`src/rtl/cd_pkg.sv`:
```
package cd_pkg;
  // Status register bit positions of the two busy flags
  localparam int BUSY_LO = 3;
  localparam int BUSY_HI = 4;
  // Fixed word address of the status register
  localparam int STATUS_ADDR = 0;
endpackage

```
`src/rtl/cd_div_decode.sv`:
```
module cd_div_decode #(
  parameter int BASE_W   = 5,
  parameter int WIDE     = 0,
  parameter int PRE_LOG2 = 6,
  parameter int CNT_W    = 6,
  localparam int FIELD_W = BASE_W + WIDE
) (
  input  logic [FIELD_W-1:0] field_i,
  output logic [CNT_W-1:0]   n_o
);
  localparam int LIMIT = 1 << FIELD_W;

  generate
    if (WIDE != 0) begin : g_wide
      logic [BASE_W-1:0] low;
      assign low = field_i[BASE_W-1:0];
      always_comb begin
        if (field_i[BASE_W]) begin
          n_o = (low == '0) ? CNT_W'(LIMIT) : (CNT_W'(low) << PRE_LOG2);
        end else begin
          n_o = (field_i == '0) ? CNT_W'(LIMIT) : CNT_W'(field_i);
        end
      end
    end else begin : g_plain
      always_comb begin
        n_o = (field_i == '0) ? CNT_W'(LIMIT) : CNT_W'(field_i);
      end
    end
  endgenerate
endmodule

```
`src/rtl/cd_counter.sv`:
```
module cd_counter #(
  parameter int CNT_W = 6
) (
  input  logic             clk_i,
  input  logic             rst_i,
  input  logic             en_i,
  input  logic [CNT_W-1:0] n_i,
  output logic             term_o,
  output logic [CNT_W-1:0] cnt_o,
  output logic             pulse_o
);
  logic [CNT_W-1:0] cnt_q;
  logic             pulse_q;

  assign term_o  = (cnt_q == n_i - CNT_W'(1));
  assign cnt_o   = cnt_q;
  assign pulse_o = pulse_q;

  always_ff @(posedge clk_i) begin
    if (rst_i || !en_i) begin
      cnt_q   <= '0;
      pulse_q <= 1'b0;
    end else begin
      pulse_q <= term_o;
      cnt_q   <= term_o ? '0 : cnt_q + CNT_W'(1);
    end
  end
endmodule

```
`src/rtl/cd_regs.sv`:
```
module cd_regs
  import cd_pkg::*;
#(
  parameter int DATA_W   = 32,
  parameter int ADDR_W   = 4,
  parameter int FIELD_W  = 5,
  parameter int DIV_ADDR = 1,
  parameter int EN_ADDR  = 2,
  parameter int EN_BIT   = 0
) (
  input  logic               clk_i,
  input  logic               rst_i,
  input  logic               wr_en_i,
  input  logic               rd_en_i,
  input  logic [ADDR_W-1:0]  addr_i,
  input  logic [DATA_W-1:0]  wdata_i,
  input  logic               term_i,
  output logic [FIELD_W-1:0] field_o,
  output logic               en_o,
  output logic               busy_o,
  output logic [DATA_W-1:0]  rdata_o
);
  logic [FIELD_W-1:0] field_q, pend_q;
  logic               en_q, busy_q, done_q;
  logic [DATA_W-1:0]  rdata_q, rd_mux;
  logic               div_wr, en_wr, fits, apply;

  assign div_wr = wr_en_i && (addr_i == ADDR_W'(DIV_ADDR));
  assign en_wr  = wr_en_i && (addr_i == ADDR_W'(EN_ADDR));
  assign fits   = ((wdata_i >> FIELD_W) == '0);
  assign apply  = busy_q && !done_q && (!en_q || term_i);

  always_comb begin
    rd_mux = '0;
    if (addr_i == ADDR_W'(STATUS_ADDR)) begin
      rd_mux[BUSY_HI:BUSY_LO] = {2{busy_q}};
    end else if (addr_i == ADDR_W'(DIV_ADDR)) begin
      rd_mux[FIELD_W-1:0] = field_q;
    end else if (addr_i == ADDR_W'(EN_ADDR)) begin
      rd_mux[EN_BIT] = en_q;
    end
  end

  always_ff @(posedge clk_i) begin
    if (rst_i) begin
      field_q <= '0;
      pend_q  <= '0;
      en_q    <= 1'b0;
      busy_q  <= 1'b0;
      done_q  <= 1'b0;
      rdata_q <= '0;
    end else begin
      if (done_q) begin
        busy_q <= 1'b0;
        done_q <= 1'b0;
      end else if (apply) begin
        field_q <= pend_q;
        done_q  <= 1'b1;
      end
      if (div_wr && fits && !busy_q) begin
        pend_q <= wdata_i[FIELD_W-1:0];
        busy_q <= 1'b1;
      end
      if (en_wr) begin
        en_q <= wdata_i[EN_BIT];
      end
      if (rd_en_i) begin
        rdata_q <= rd_mux;
      end
    end
  end

  assign field_o = field_q;
  assign en_o    = en_q;
  assign busy_o  = busy_q;
  assign rdata_o = rdata_q;
endmodule

```
`src/rtl/clkdiv_gate.sv`:
```
module clkdiv_gate #(
  parameter int DATA_W   = 32,
  parameter int ADDR_W   = 4,
  parameter int BASE_W   = 5,
  parameter int WIDE     = 0,
  parameter int PRE_LOG2 = 6,
  parameter int DIV_ADDR = 1,
  parameter int EN_ADDR  = 2,
  parameter int EN_BIT   = 0
) (
  input  logic              clk_i,
  input  logic              rst_i,
  input  logic              wr_en_i,
  input  logic              rd_en_i,
  input  logic [ADDR_W-1:0] addr_i,
  input  logic [DATA_W-1:0] wdata_i,
  output logic [DATA_W-1:0] rdata_o,
  output logic              clk_en_o
);
  localparam int FIELD_W = BASE_W + WIDE;
  localparam int PLAIN_N = 1 << FIELD_W;
  localparam int PRE_N   = ((1 << BASE_W) - 1) << PRE_LOG2;
  localparam int MAX_N   = (WIDE != 0 && PRE_N > PLAIN_N) ? PRE_N : PLAIN_N;
  localparam int CNT_W   = $clog2(MAX_N + 1);

  logic [FIELD_W-1:0] field_q;
  logic               en_q, busy_q, term;
  logic [CNT_W-1:0]   n_eff, cnt;

  cd_regs #(
    .DATA_W(DATA_W), .ADDR_W(ADDR_W), .FIELD_W(FIELD_W),
    .DIV_ADDR(DIV_ADDR), .EN_ADDR(EN_ADDR), .EN_BIT(EN_BIT)
  ) regs_i (
    .clk_i(clk_i), .rst_i(rst_i), .wr_en_i(wr_en_i), .rd_en_i(rd_en_i),
    .addr_i(addr_i), .wdata_i(wdata_i), .term_i(term),
    .field_o(field_q), .en_o(en_q), .busy_o(busy_q), .rdata_o(rdata_o)
  );

  cd_div_decode #(
    .BASE_W(BASE_W), .WIDE(WIDE), .PRE_LOG2(PRE_LOG2), .CNT_W(CNT_W)
  ) dec_i (
    .field_i(field_q), .n_o(n_eff)
  );

  cd_counter #(.CNT_W(CNT_W)) cnt_i (
    .clk_i(clk_i), .rst_i(rst_i), .en_i(en_q), .n_i(n_eff),
    .term_o(term), .cnt_o(cnt), .pulse_o(clk_en_o)
  );
endmodule

```
`config.mk`:
```
export PLATFORM = sky130hd
export DESIGN_NAME = clkdiv_gate
export DESIGN_NICKNAME = d
export VERILOG_FILES = /design/src/rtl/cd_pkg.sv /design/src/rtl/cd_div_decode.sv /design/src/rtl/cd_counter.sv /design/src/rtl/cd_regs.sv /design/src/rtl/clkdiv_gate.sv
export SDC_FILE = /design/constraint.sdc
export NUM_CORES = 1
export LEC_CHECK = 0
export ABC_AREA = 1
export BUFFER_PORTS_ARGS = -buffer_cell sky130_fd_sc_hd__clkbuf_2
export CAP_MARGIN = 20
export CORE_UTILIZATION = 25
export DETAILED_ROUTE_END_ITERATION = 10
export PLACE_DENSITY = 0.55
export SLEW_MARGIN = 5
export SYNTH_ARGS = -nofsm -noshare
export SYNTH_HDL_FRONTEND = slang
export SYNTH_SLANG_ARGS = --single-unit
```
`constraint.sdc`:
```
create_clock -name clk_i -period 2 [get_ports clk_i]
set_input_delay 0.3 -clock clk_i [delete_from_list [all_inputs] [get_ports clk_i]]
set_output_delay 0.3 -clock clk_i [all_outputs]
set_load 0.02 [all_outputs]
```
==> results.md <==
* area of the die: 0.00645 mm^2
* outcome: complete, no violations
* share of the synthesized netlist area taken by xor and xnor gates: 0.0285
* quantity of gates resized following cts: 0
* Final Cycle Share: 0.868
* top cells by area, synth: sky130_fd_sc_hd__dfxtp_1 33%, sky130_fd_sc_hd__buf_4 13%, sky130_fd_sc_hd__nand2_1 12%, sky130_fd_sc_hd__nor2_1 9.3%, sky130_fd_sc_hd__inv_1 7.3%
* CTS H-tree depth: 1
* Routed WL: 2860 um
* part of the Yosys area used for sequential elements: 0.326
* clock tree from TritonCTS: yes
* clock latency on the worst-skew pair: 0.27 ns
* timing-limited maximum frequency: 576 MHz
* total count of hold-check failures in the final report: 0
* transition at the pin with the smallest max-transition slack: 0.703 ns
* RR Endpoint: regs_i.field_o[3]
* GR Util All Layers: 0.105
* maximum fanout along the worst path: 8
* hold_sp: rst_i
* combinational family with the most area after synthesis: simple AND/OR/NAND/NOR gates
* initial standard-cell utilization of the core: 0.259
* post-CTS setup buffer count: 0
* remaining global-route overflow: 0
* largest net degree at the start of global routing: 17
* total number of nets in the final design: 319
* I/O pin count: 73
* synthesized flop and latch total: 25
* worst hold margin: 0.272 ns
* vias per cell: 3.87
* placed wire-length estimate after detailed placement: 2370 um
* Power Dens Cells: 528 mW/mm^2
* Worst Hold Path Cells: 2
* Required @ worst endpoint: 2.17 ns
* distinct cell type count after synthesis: 28
* number of buffers inserted by port buffering: 45
* final-report max-slew violation count: 0
* Min-Delay Path Class: primary input to flip-flop
* CP Launch Type: flip-flop
* cell area after synthesis: 0.00153 mm^2
* FF-to-FF setup slack: 0.26 ns
* number of instances in the synthesized netlist: 232
* number of maximum-capacitance constraint violations: 0
* wire length of the first global-routing pass: 5220 um
* routed len/inst: 8.15 um
* CTS Root Cell: sky130_fd_sc_hd__clkbuf_8
* worst-case headroom to the max-slew limit: 0.530
* number of antenna violations at the first check in global routing: 0
* number of setup violations in the final report: 0
* fraction of post-synthesis cell area in the top cell type by area: 0.326
* DR pass1 iterations: 4
* DRC violation total after the first TritonRoute iteration: 37
* fraction of final layout cells sized beyond drive strength 1: 0.232
* hold-fix buffers at CTS: 0
* maximum number of buffers from clock root to sink: 2
* Core Rows: 28
* chip width: 80.3 um
* Synth Warn #: 0
* LEAKAGE: 0.852 nW
* post-detailed-route count of antenna-violating nets: 0
* Critical Path AT: 1.91 ns
* number of clock sinks seen by CTS: 25
* number of inserted diodes: 0
* vias in the first global route: 1236
* area added between synthesis and finish: 16.0%
* Die Y: 80.3 um
* classification of the worst setup path: flip-flop to flip-flop
* Yosys top cell by area: sky130_fd_sc_hd__dfxtp_1
* Min-Delay Endpoint: regs_i.done_q
* mux share of post-synthesis cell area: 0
* final period demand of the worst path: 1.74 ns
* Setup TNS: 0 ns
* fill count: 672
* DRC violations left: 0
* Clock Pin Slew Worst Setup and Hold Paths: 0.09 ns
* worst r2r path cells: 12
* beginning of the worst register-to-register path: regs_i.field_o[1]
* area of the core: 0.00592 mm^2
* total CTS buffers: 3
* average size of a mapped cell: 6.61 um^2
* total via count in the routed design: 1358
* simple-gate share of the synthesized area: 0.325
* capturing element type of the critical path: flip-flop
* worst-case vdd ir drop: 0.176 mV
* routability cong.: 0.803
* RSZ-0062 raised after global routing: no
* compound-gate portion of the synthesized area: 0.0628
* adder and majority gate portion of the synthesized area: 0.0163
* Post-Route Skew: 0.00290 ns
## synthesized netlist by cell type (all sizes together)
| cell | n |
|---|---|
| dfxtp | 25 |
| o21ai | 4 |
| a21oi | 8 |
| nand2 | 48 |
| buf | 31 |
| or2 | 1 |
| clkbuf | 2 |
| nand4 | 4 |
| o211ai | 1 |
| nand3 | 14 |
| o221ai | 2 |
| conb | 1 |
| nor3 | 3 |
| nor2 | 45 |
| xor2 | 3 |
| ha | 2 |
| nand3b | 1 |
| o31ai | 1 |
| inv | 33 |
| xnor2 | 2 |
| nor4 | 1 |
## cells in the final DEF (no fill, tap or decap), types with 2 or more instances in the layout
master	netlist	layout
sky130_fd_sc_hd__nor2_1	38	38
sky130_fd_sc_hd__nor3_1	3	3
sky130_fd_sc_hd__clkbuf_8	0	3
sky130_fd_sc_hd__clkbuf_2	0	45
sky130_fd_sc_hd__dfxtp_1	25	24
sky130_fd_sc_hd__o221ai_1	2	2
sky130_fd_sc_hd__o21ai_0	3	3
sky130_fd_sc_hd__nand3_1	14	14
sky130_fd_sc_hd__xor2_1	3	3
sky130_fd_sc_hd__nor2_2	7	7
sky130_fd_sc_hd__nand2_1	47	47
sky130_fd_sc_hd__a21oi_1	8	8
sky130_fd_sc_hd__xnor2_1	2	2
sky130_fd_sc_hd__inv_1	30	30
sky130_fd_sc_hd__buf_4	27	2
sky130_fd_sc_hd__ha_1	2	2
sky130_fd_sc_hd__conb_1	1	27
sky130_fd_sc_hd__nand4_1	4	4
sky130_fd_sc_hd__inv_2	3	3
## worst max-delay path: stages, from the launching register on
cell and delay [ns]:
sky130_fd_sc_hd__dfxtp_1 0.39, sky130_fd_sc_hd__inv_1 0.06, sky130_fd_sc_hd__ha_1 0.29, sky130_fd_sc_hd__inv_1 0.04
sky130_fd_sc_hd__nand2_1 0.05, sky130_fd_sc_hd__nand3_1 0.06, sky130_fd_sc_hd__nor2_1 0.08, sky130_fd_sc_hd__nand2_1 0.10
sky130_fd_sc_hd__o21ai_4 0.18, sky130_fd_sc_hd__buf_4 0.18, sky130_fd_sc_hd__nand3_1 0.08, sky130_fd_sc_hd__nand2_1 0.09
sky130_fd_sc_hd__nor2_1 0.04
## worst max path at each step
stage                           start                end  slack (ns)  cells after the start
floorplan           regs_i.field_o[0]  regs_i.field_o[1]        0.45                     11
global placement    regs_i.field_o[0]     cnt_i.cnt_o[5]        0.25                      9
detailed placement  regs_i.field_o[0]     cnt_i.cnt_o[2]        0.21                      9
CTS                 regs_i.field_o[0]     cnt_i.cnt_o[2]        0.19                      9
global route        regs_i.field_o[1]  regs_i.field_o[4]       0.002                     12
finish              regs_i.field_o[1]  regs_i.field_o[3]        0.26                     12
## logic make-up (layout without fill, tap and decap cells)
kind of cell | after synthesis | in the layout
fa+ha+maj | 2 | 2
flops | 25 | 25
other cells | 1 | 27
compound gates | 16 | 16
xor+xnor | 5 | 5
buf+inv | 66 | 84
simple gates | 117 | 117
## stage by stage
| stage | instances | total power (W) | utilization | area [um^2] | setup slack (ns) |
|---|---|---|---|---|---|
| 2_1_floorplan | 258 | 0.000641 | - | 1630 | 0.454 |
| 4_1_cts | 351 | 0.000953 | 0.299 | 1770 | 0.186 |
| 3_3_place_gp | 347 | 0.000648 | 0.291 | 1720 | 0.254 |
| 6_report | 351 | 0.000939 | 0.301 | 1780 | 0.264 |
| 3_5_place_dp | 347 | 0.000649 | 0.291 | 1720 | 0.209 |
| 5_1_grt | 351 | 0.000990 | 0.301 | 1780 | 0.00241 |
## flip-flops by register name (all words and copies together) (netlist names)
name,cells
cnt_i.cnt_o,6
regs_i.rdata_o,5
regs_i.en_o,1
cnt_i.pulse_o,1
regs_i.pend_q,5
regs_i.busy_o,1
regs_i.field_o,5
regs_i.done_q,1
## layout make-up
cell class,count,area [um^2],area share
Timing Repair Buffer,47,240,0.135
Clock buffer,3,41.3,0.0232
Tap cell,75,93.8,0.0527
Sequential cell,25,502,0.282
Inverter,33,124,0.0696
Multi-Input combinational cell,167,773,0.435
Clock inverter,1,5.00,0.00281
## power breakdown
part	switching, W	internal, W
sequential	0.00000352	0.000503
clock	0.000162	0.000140
combinational	0.0000880	0.0000431
total	0.000253	0.000685
## routing by layer
layer,track usage,share of wire
met1,0.126,0.48
met2,0.177,0.46
met3,0.0318,0.045
met4,0.0375,0.017
met5,0,0
(Power assumes the default switching activity.)
